**src/rtl/phase_sched_pkg.sv**
```systemverilog
// Package: shared types for the dual-converter sample phase scheduler.
// Assumes: nothing beyond IEEE 1800-2017.
package phase_sched_pkg;

    // Per-channel sequencer state.
    typedef enum logic [1:0] {
        CS_IDLE  = 2'd0,
        CS_ARMED = 2'd1,
        CS_RUN   = 2'd2
    } chan_state_t;

endpackage

```
**src/rtl/trig_route.sv**
```systemverilog
// Module: trig_route
// Selects, per channel, either that channel's private trigger or the
// shared trigger. Assumes triggers are already synchronous to clk.
module trig_route #(
    parameter int NCH = 2
) (
    input  logic [NCH-1:0] trig_own,
    input  logic           trig_shared,
    input  logic [NCH-1:0] trig_sel,
    output logic [NCH-1:0] trig_eff
);

    for (genvar c = 0; c < NCH; c++) begin : g_route
        // Per-channel trigger source mux.
        always_comb trig_eff[c] = trig_sel[c] ? trig_shared : trig_own[c];
    end

endmodule

```
**src/rtl/chan_seq.sv**
```systemverilog
// Module: chan_seq
// One channel's sequencer. It runs NSTEP sampling periods and strobes once
// per period, at the captured lag. It captures the lag and hold codes at
// the start. Assumes MIN_PER > 2**PH_W - 1, so every lag fits in a period.
module chan_seq
    import phase_sched_pkg::*;
#(
    parameter int PH_W    = 4,
    parameter int HC_W    = 2,
    parameter int NSTEP   = 4,
    parameter int MIN_PER = 16
) (
    input  logic                  clk,
    input  logic                  rst_n,
    input  logic                  en,
    input  logic                  trig,
    input  logic                  sync_wait,
    input  logic                  gsync,
    input  logic [PH_W-1:0]       phase,
    input  logic [NSTEP*HC_W-1:0] hold,
    output logic                  strobe,
    output logic                  window
);

    localparam int MAX_PER = MIN_PER << ((1 << HC_W) - 1);
    localparam int CNT_W   = $clog2(MAX_PER);
    localparam int STEP_W  = (NSTEP > 1) ? $clog2(NSTEP) : 1;

    chan_state_t           state_q;
    logic [CNT_W-1:0]      cnt_q;
    logic [STEP_W-1:0]     step_q;
    logic [PH_W-1:0]       ph_q;
    logic [NSTEP*HC_W-1:0] hold_q;

    logic [HC_W-1:0]       cur_code;
    logic [CNT_W-1:0]      last_cnt;
    logic                  start_now;
    logic                  arm_now;
    logic                  period_end;
    logic                  last_step;

    // Pick the captured hold code of the current step.
    always_comb begin
        cur_code = '0;
        for (int s = 0; s < NSTEP; s++) begin
            if (step_q == STEP_W'(s)) cur_code = hold_q[s*HC_W +: HC_W];
        end
    end

    // Last count value of the current sampling period.
    always_comb last_cnt = CNT_W'((MIN_PER << cur_code) - 1);

    // Start and arm conditions.
    always_comb begin
        start_now = en && (((state_q == CS_IDLE) && trig && !sync_wait) ||
                           ((state_q == CS_ARMED) && gsync));
        arm_now   = en && (state_q == CS_IDLE) && trig && sync_wait;
    end

    // Period and sequence boundaries.
    always_comb begin
        period_end = (state_q == CS_RUN) && (cnt_q == last_cnt);
        last_step  = (step_q == STEP_W'(NSTEP - 1));
    end

    // Sequencer state, period counter and step index.
    always_ff @(posedge clk) begin
        if (!rst_n) begin
            state_q <= CS_IDLE;
            cnt_q   <= '0;
            step_q  <= '0;
        end else if (!en) begin
            state_q <= CS_IDLE;
            cnt_q   <= '0;
            step_q  <= '0;
        end else if (start_now) begin
            state_q <= CS_RUN;
            cnt_q   <= '0;
            step_q  <= '0;
        end else if (arm_now) begin
            state_q <= CS_ARMED;
        end else if (period_end) begin
            cnt_q <= '0;
            if (last_step) begin
                state_q <= CS_IDLE;
                step_q  <= '0;
            end else begin
                step_q <= step_q + 1'b1;
            end
        end else if (state_q == CS_RUN) begin
            cnt_q <= cnt_q + 1'b1;
        end
    end

    // Capture lag and hold codes at the sequence start only.
    always_ff @(posedge clk) begin
        if (!rst_n) begin
            ph_q   <= '0;
            hold_q <= '0;
        end else if (start_now) begin
            ph_q   <= phase;
            hold_q <= hold;
        end
    end

    // Outputs decoded from registered state.
    always_comb begin
        window = (state_q == CS_RUN);
        strobe = (state_q == CS_RUN) && (cnt_q == CNT_W'(ph_q));
    end

endmodule

```
**src/rtl/dual_phase_sched.sv**
```systemverilog
// Module: dual_phase_sched (top)
// Routes triggers and instantiates one sequencer per channel. All channels
// share the global sync pulse. Assumes every input is synchronous to clk.
module dual_phase_sched #(
    parameter int NCH     = 2,
    parameter int PH_W    = 4,
    parameter int HC_W    = 2,
    parameter int NSTEP   = 4,
    parameter int MIN_PER = 16
) (
    input  logic                      clk,
    input  logic                      rst_n,
    input  logic [NCH-1:0]            seq_en,
    input  logic [NCH-1:0]            trig_own,
    input  logic                      trig_shared,
    input  logic [NCH-1:0]            trig_sel,
    input  logic [NCH-1:0]            sync_wait,
    input  logic                      gsync,
    input  logic [NCH*PH_W-1:0]       phase_i,
    input  logic [NCH*NSTEP*HC_W-1:0] hold_i,
    output logic [NCH-1:0]            strobe_o,
    output logic [NCH-1:0]            window_o
);

    localparam int HOLD_PER_CH = NSTEP * HC_W;

    logic [NCH-1:0] trig_eff;

    trig_route #(.NCH(NCH)) u_route (
        .trig_own    (trig_own),
        .trig_shared (trig_shared),
        .trig_sel    (trig_sel),
        .trig_eff    (trig_eff)
    );

    for (genvar c = 0; c < NCH; c++) begin : g_ch
        chan_seq #(
            .PH_W    (PH_W),
            .HC_W    (HC_W),
            .NSTEP   (NSTEP),
            .MIN_PER (MIN_PER)
        ) u_seq (
            .clk       (clk),
            .rst_n     (rst_n),
            .en        (seq_en[c]),
            .trig      (trig_eff[c]),
            .sync_wait (sync_wait[c]),
            .gsync     (gsync),
            .phase     (phase_i[c*PH_W +: PH_W]),
            .hold      (hold_i[c*HOLD_PER_CH +: HOLD_PER_CH]),
            .strobe    (strobe_o[c]),
            .window    (window_o[c])
        );
    end

endmodule

```
**config.mk**
```make
export PLATFORM = sky130hd
export DESIGN_NAME = dual_phase_sched
export DESIGN_NICKNAME = d
export VERILOG_FILES = /design/src/rtl/phase_sched_pkg.sv /design/src/rtl/trig_route.sv /design/src/rtl/chan_seq.sv /design/src/rtl/dual_phase_sched.sv
export SDC_FILE = /design/constraint.sdc
export NUM_CORES = 1
export LEC_CHECK = 0
export BUFFER_PORTS_ARGS = -buffer_cell sky130_fd_sc_hd__buf_2
export CAP_MARGIN = 25
export CORE_MARGIN = 2
export CORE_UTILIZATION = 40
export DETAILED_ROUTE_END_ITERATION = 6
export PLACE_DENSITY = 0.63
export SLEW_MARGIN = 20
export SYNTH_ARGS = -nofsm -noshare
export SYNTH_HDL_FRONTEND = slang
export SYNTH_SLANG_ARGS = --single-unit
```
**constraint.sdc**
```tcl
create_clock -name clk -period 3 [get_ports clk]
set_input_delay 0.45 -clock clk [delete_from_list [all_inputs] [get_ports clk]]
set_output_delay 0.45 -clock clk [all_outputs]
set_load 0.02 [all_outputs]
```
==> impl_metrics.csv, run 1 <==
group,metric,value,unit
worst_setup_path,cp_max_fo,9,
drt,post_drt_wl_per_cell,12.1,um
status,outcome,"finished clean",
final_layout,layout.nets,348,
clocking,cts_hold_buf,0,
pwr,leakage,0.00112,uW
logic_synthesis,synth_area,2390,um^2
logic_synthesis,syn-instance-count,270,
worst_setup_path,end_kind,"flip-flop",
grt,grt_pass1_wl,7.73,mm
placement,place_congestion,0.772,
drt,routed_wl,4.56,mm
grt,grt_antenna_before_repair,0,
final_layout,layout-drive-gt1-share,17.2,%
final_layout,syn_to_final_growth,12.4,%
clocking,cts_resized,0,
timing,finalCritPeriodShare,82.8,%
logic_synthesis,yosysUniqueCellTypes,42,
timing,setup_viol,0,
die,core-area,5850,um^2
logic_synthesis,synth-seq-cells,46,
logic_synthesis,synth_top_family_by_area,"simple AND/OR/NAND/NOR gates",
die,dieArea,6600,um^2
die,pin_count,40,
logic_synthesis,seq_area_frac_synth,38.6,%
logic_synthesis,yosysWarnings,0,
logic_synthesis,synth_top_area_share,38.6,%
grt,track_usage,14.8,%
clocking,tritoncts,"yes",
pwr,intPower,833,uW
timing,setup_tns,0,ns
pwr,p_seq_share,57.8,%
logic_synthesis,synthSimpleGateAreaFrac,23.8,%
timing,fin_hold_ws,0.397,ns
placement,io_buffers,39,
clocking,clockBufferDepth,2,
logic_synthesis,synth_compound_area_share,11.9,%
logic_synthesis,synth_nets,316,
grt,grt_max_degree,17,
pwr,ir_drop,0.185,mV
clocking,cts-root-buf,"clkbuf_8",
clocking,cts.sinks,46,
logic_synthesis,synth_edf_count,0,
timing,relSlewSlack,54.6,%
pwr,swShare,24.0,%
logic_synthesis,async_flop_share,0,%
grt,grt_pass1_vias,1708,
drt,viasPerCell,5.05,
pwr,comb_power_share,9.5,%
flow_run,maxCapViolCount,0,
final_layout,n_antenna_cell,0,
timing,finalHoldViolCount,0,
drt,ant_nets,0,
clocking,clk_pin_slew,0.09,ns
pwr,p_sw,263,uW
worst_setup_path,cp.required,3.24,ns
timing,fin_skew,0.00693,ns
timing,slew_violations,0,
die,start_util,40.8,%
pwr,powerDensity,409,nW/um^2
placement,hpwl,3.45,mm
clocking,cts_max_level,2,
die,row_count,28,
logic_synthesis,synth-main-ff-cell,"dfxtp_1",
drt,drt_first_iter_violations,88,
drt,dr.pass1.iters,4,
logic_synthesis,yosys.area_share.adder,5.24,%
timing,min_period,2.48,ns
logic_synthesis,muxShareOfSynthArea,7.55,%
hold_path,hold_class,"primary input to flip-flop",
die,die_width,81.2,um
drt,dr_total_vias,1904,
worst_setup_path,cp-start-kind,"flip-flop",
final_layout,final_common_cell,"dfxtp_1",
clocking,numCtsBuffers,5,
logic_synthesis,avgSynthCellArea,8.84,um^2
pwr,p_clk_share,32.7,%
clocking,postCtsSetupBuffers,0,
drt,drc,0,
die,die_y,81.2,um
timing,fmax,403,MHz
timing,rsz0062_at_grt,"false",
worst_setup_path,worstPathArrival,2.72,ns
logic_synthesis,yosysTopAreaCell,"dfxtp_1",
clocking,clock_latency,0.30,ns
grt,grt_remaining_overflow,0,
timing,worst_slew_pin_slew,0.679,ns
logic_synthesis,synth_xor_area_share,6.97,%
worst_setup_path,worst-setup-path-type,"flip-flop to flip-flop",
logic_synthesis,synth_area_leaders,"dfxtp_1, mux2i_1, nand2_1",
final_layout,most-common-layout-cells,"dfxtp_1, buf_2, nand2_1",
==> logic make-up after synthesis <==
family | after synthesis
and+or+nand+nor | 110
DFF | 46
AOI/OAI and AO/OA | 38
buffers and inverters | 29
xor gates and xnor gates | 19
muxes | 18
adders and majority gates | 10
==> power by group through the flow <==
| stage | sequential (uW) | clock [uW] | combinational (uW) |
|---|---|---|---|
| 2_1_floorplan | 646 | 0 | 69.5 |
| 3_3_place_gp | 648 | 0 | 104 |
| 3_5_place_dp | 649 | 0 | 105 |
| 4_1_cts | 634 | 375 | 106 |
| 5_1_grt | 636 | 399 | 118 |
| 6_report | 634 | 359 | 104 |
==> cell usage after synthesis, drive strengths merged, types with 2 or more instances <==
cell,n
inv,11
xnor2,5
nand2,35
and4,2
buf,10
nand3b,5
o211ai,2
nand3,7
nor4bb,2
nand2b,2
clkbuf,8
nor3,6
nand4,3
nor3b,4
a31oi,3
xor2,14
mux2i,18
a21oi,4
or3,3
a211oi,5
dfxtp,46
a21boi,12
ha,10
and3,2
a221o,2
nor2b,14
o22ai,2
nor4,4
a221oi,3
nor2,18
==> critical path, cell delays in order (launching register included) <==
cell	delay, ns
dfxtp_1	0.42
ha_1	0.36
a211oi_1	0.08
a221o_1	0.37
nor4bb_1	0.14
or4_1	0.62
or2_1	0.32
nor2_1	0.13
==> per-layer routing <==
metal  track usage (%)  wire length (um)
met3              2.67               146
met4              5.08                72
met2              22.7              2020
met5                 0                 0
met1              20.9              2320
==> layout make-up <==
type | count | area, um^2
tap | 75 | 93.8
inverter | 11 | 41.3
fill | 586 | 3170
clock inverter | 2 | 10.0
clock buffer | 5 | 68.8
sequential | 46 | 921
multi-input combinational | 195 | 1320
timing repair buffer | 43 | 225
==> through the flow <==
step | power [uW] | area [um^2] | util [%] | cells | worst slack [ns]
after floorplan | 715 | 2390 | - | 270 | 0.674
after global placement | 752 | 2600 | 44.5 | 370 | 0.611
after detailed placement | 754 | 2600 | 44.5 | 370 | 0.536
after CTS | 1120 | 2680 | 45.9 | 377 | 0.499
after global routing | 1150 | 2680 | 45.9 | 377 | 0.339
final | 1100 | 2680 | 45.9 | 377 | 0.516
==> worst paths after layout <==
kind / to / depth (start not counted) / startpoint / slack [ns]
hold reg to reg: g_ch[1].u_seq.hold_q[0] / 2 / g_ch[1].u_seq.hold_q[0] / 0.47
setup / recovery: g_ch[0].u_seq.cnt_q[5] / 7 / g_ch[0].u_seq.step_q[0] / 0.52
hold / removal: g_ch[1].u_seq.hold_q[0] / 3 / hold_i[8] / 0.40
setup reg to reg: g_ch[0].u_seq.cnt_q[5] / 7 / g_ch[0].u_seq.step_q[0] / 0.52
==> sequential cells by signal (all words and copies together) (netlist names) <==
name                count
g_ch.u_seq.cnt_q       14
g_ch.u_seq.hold_q      16
g_ch.u_seq.ph_q         8
g_ch.u_seq.state_q      4
g_ch.u_seq.step_q       4
(Power assumes the default switching activity.)
==> run 2, diff against run 1 <==
--- a/config.mk
+++ b/config.mk
@@ -10,7 +10,7 @@
 export CORE_MARGIN = 2
 export CORE_UTILIZATION = 40
 export DETAILED_ROUTE_END_ITERATION = 6
-export PLACE_DENSITY = 0.63
+export PLACE_DENSITY = 0.65
 export SLEW_MARGIN = 20
 export SYNTH_ARGS = -nofsm -noshare
 export SYNTH_HDL_FRONTEND = slang
==> constraint.sdc (replaced) <==
create_clock -name clk -period 2.1 [get_ports clk]
set_input_delay 0.315 -clock clk [delete_from_list [all_inputs] [get_ports clk]]
set_output_delay 0.315 -clock clk [all_outputs]
set_load 0.02 [all_outputs]
==> run 2 against run 1 <==
  * The run now ends with setup timing left
  * Register-to-register slack got worse by 0.63 ns
  * Clock skew decreased by 0.0012 ns
  * Combinational power is 55% higher
  * Flip-flop and latch count is the same
  * Sequential power rose by 42%
  * Maximum frequency up 12%
  * Critical path type unchanged
==> impl_metrics.csv, run 2 (same netlist as run 1, synthesis figures left out) <==
group,metric,value,unit
grt,grt_remaining_overflow,0,
worst_setup_path,crit_buf_inv,2,
hold_path,hp-start,"phase_i[4]",
hold_path,hold_class,"primary input to flip-flop",
final_layout,final_cell_area,3080,um^2
clocking,cts_max_level,2,
final_layout,final_util,52.6,%
clocking,clock_latency,0.30,ns
timing,finalHoldViolCount,0,
pwr,powerDensity,526,nW/um^2
clocking,clockBufferDepth,2,
clocking,cts-root-buf,"clkbuf_8",
timing,worst_slew_pin_slew,0.563,ns
worst_setup_path,ff2ff_setup_slack,-0.12,ns
drt,post_drt_wl_per_cell,12.9,um
worst_setup_path,worst-setup-path-type,"flip-flop to flip-flop",
die,row_count,28,
placement,place_congestion,0.788,
final_layout,layout-drive-gt1-share,33.2,%
timing,setup_tns,-0.887,ns
timing,fin_skew,0.00577,ns
worst_setup_path,worstPathArrival,2.41,ns
grt,grtUsageMet1,21.7,%
final_layout,fillerInstances,533,
grt,track_usage,15.9,%
drt,ant_nets,0,
worst_setup_path,r2r-end,"g_ch[0].u_seq.step_q[0]",
drt,drc,0,
drt,viasPerCell,5.04,
placement,io_buffers,39,
clocking,cts.sinks,46,
die,start_util,40.8,%
worst_setup_path,cpPeakStageDelay,0.50,ns
timing,finalCritPeriodShare,106,%
pwr,leakage,0.00125,uW
final_layout,final_common_cell,"dfxtp_1",
drt,dr.pass1.iters,4,
timing,rsz0062_at_grt,"true",
final_layout,multi_input_area,1550,um^2
grt,grt_antenna_before_repair,0,
timing,setup_slack,-0.119,ns
grt,top_usage_layer,"met2",
final_layout,largest-register,"g_ch.u_seq.hold_q",
worst_setup_path,cp_max_fo,4,
placement,hpwl,3.54,mm
worst_setup_path,slowest_stage,"or4_4",
hold_path,min_to,"g_ch[1].u_seq.ph_q[0]",
final_layout,n_antenna_cell,0,
hold_path,min_path_cells,3,
final_layout,largest_registers,"g_ch.u_seq.hold_q (16), g_ch.u_seq.cnt_q (14), g_ch.u_seq.ph_q (8)",
placement,place_area,2720,um^2
worst_setup_path,cp_top_family,"simple AND/OR/NAND/NOR gates",
timing,setup_viol,10,
final_layout,regArea,936,um^2
clocking,numCtsBuffers,5,
worst_setup_path,end_kind,"flip-flop",
flow_run,maxCapViolCount,0,
worst_setup_path,cp-start-kind,"flip-flop",
worst_setup_path,r2r_start,"g_ch[0].u_seq.step_q[0]",
status,violations,"setup timing",
grt,grt_max_degree,29,
clocking,clk_pin_slew,0.09,ns
drt,routed_wl,5.09,mm
timing,slew_violations,0,
die,die_y,81.2,um
drt,drt_first_iter_violations,87,
grt,grt_pass1_vias,1793,
die,die_width,81.2,um
final_layout,layout.nets,364,
worst_setup_path,cp.required,2.29,ns
final_layout,syn_to_final_growth,29.1,%
timing,min_period,2.22,ns
pwr,ir_drop,0.242,mV
final_layout,largest_register_ffs,16,
die,dieArea,6600,um^2
timing,relSlewSlack,62.4,%
grt,grtUsageMet3,3.67,%
clocking,tritoncts,"yes",
grt,grt_pass1_wl,8.21,mm
worst_setup_path,worst_r2r_path_depth,9,
status,outcome,"finished, violations left",
timing,fmax,451,MHz
die,pin_count,40,
clocking,cts_hold_buf,0,
grt,grt_use_met2,25.4,%
final_layout,most-common-layout-cells,"dfxtp_1, buf_2, nand2_1",
die,core-area,5850,um^2
drt,dr_total_vias,1986,
worst_setup_path,crit_chain,"inv_2, ha_2, nor3b_1, a221o_1, nor4b_4, or4_4, buf_6, mux2i_1, nor2_1",
-- run 2: cell count changes in the layout (fill, tap and decap cells not counted), moves of 4 or more --
| cell | change |
|---|---|
| buf_4 | +12 |
| ha_1 | -7 |
| a211oi_1 | -5 |
| ha_4 | +5 |
| a211oi_2 | +4 |
| buf_6 | +4 |
| dfxtp_1 | -4 |
| dfxtp_4 | +4 |
| inv_1 | -4 |
| nor3_1 | -4 |
| nor3_2 | +4 |
-- run 2: how the worst max path moves through the flow --
stage / end / cells past startpoint / slack (ns) / start
detailed placement: g_ch[0].u_seq.cnt_q[6] / 8 / -0.21 / g_ch[0].u_seq.step_q[0]
finish: g_ch[0].u_seq.step_q[0] / 9 / -0.12 / g_ch[0].u_seq.step_q[0]
global placement: g_ch[0].u_seq.cnt_q[3] / 8 / -0.08 / g_ch[0].u_seq.step_q[0]
floorplan: g_ch[0].u_seq.cnt_q[4] / 10 / -0.15 / g_ch[0].u_seq.step_q[1]
global route: g_ch[0].u_seq.step_q[0] / 9 / -0.22 / g_ch[0].u_seq.step_q[1]
CTS: g_ch[0].u_seq.step_q[0] / 9 / -0.12 / g_ch[0].u_seq.step_q[1]
-- run 2: layer usage --
metal | part of all wire, % | wire [um]
met1 | 47 | 2410
met2 | 48 | 2450
met3 | 3.3 | 166
met4 | 1.3 | 64
met5 | 0 | 0
-- run 2: worst reg2reg max path, cell delays in order (launching register included) --
cell,delay [ns]
dfxtp_4,0.40
inv_2,0.05
ha_2,0.22
nor3b_1,0.14
a221o_1,0.31
nor4b_4,0.15
or4_4,0.50
buf_6,0.15
mux2i_1,0.14
nor2_1,0.07
-- run 2: timing repair --
item | CTS | global route
pin swaps | 6 | 10
setup endpoints to repair | 17 | 17
setup buffers | 2 | 3
gates resized for setup | 16 | 34
-- run 2: through the flow --
step                      power, uW  setup slack, ns  hold WS (ns)  instances
after global routing           1700           -0.220         0.261        394
after floorplan                1020           -0.154         0.441        270
after global placement         1080          -0.0802         0.450        381
after detailed placement       1080           -0.205         0.457        381
after CTS                      1630           -0.116         0.260        391
final                          1620           -0.119         0.261        394
-- run 2: final cells by class --
cell class	count	area share, %
clock buffer	7	2.80
multi-input combinational	195	50.4
tap	75	3.05
clock inverter	1	0.163
timing repair buffer	59	11.7
inverter	11	1.50
sequential	46	30.4
-- run 2: power by group --
group / leakage [uW] / total [uW] / internal [uW] / switching (uW)
combinational: 0.000822 / 161 / 81.2 / 79.4
clock: 0.0000482 / 556 / 266 / 290
sequential: 0.000376 / 902 / 887 / 14.9
total: 0.00125 / 1620 / 1230 / 385
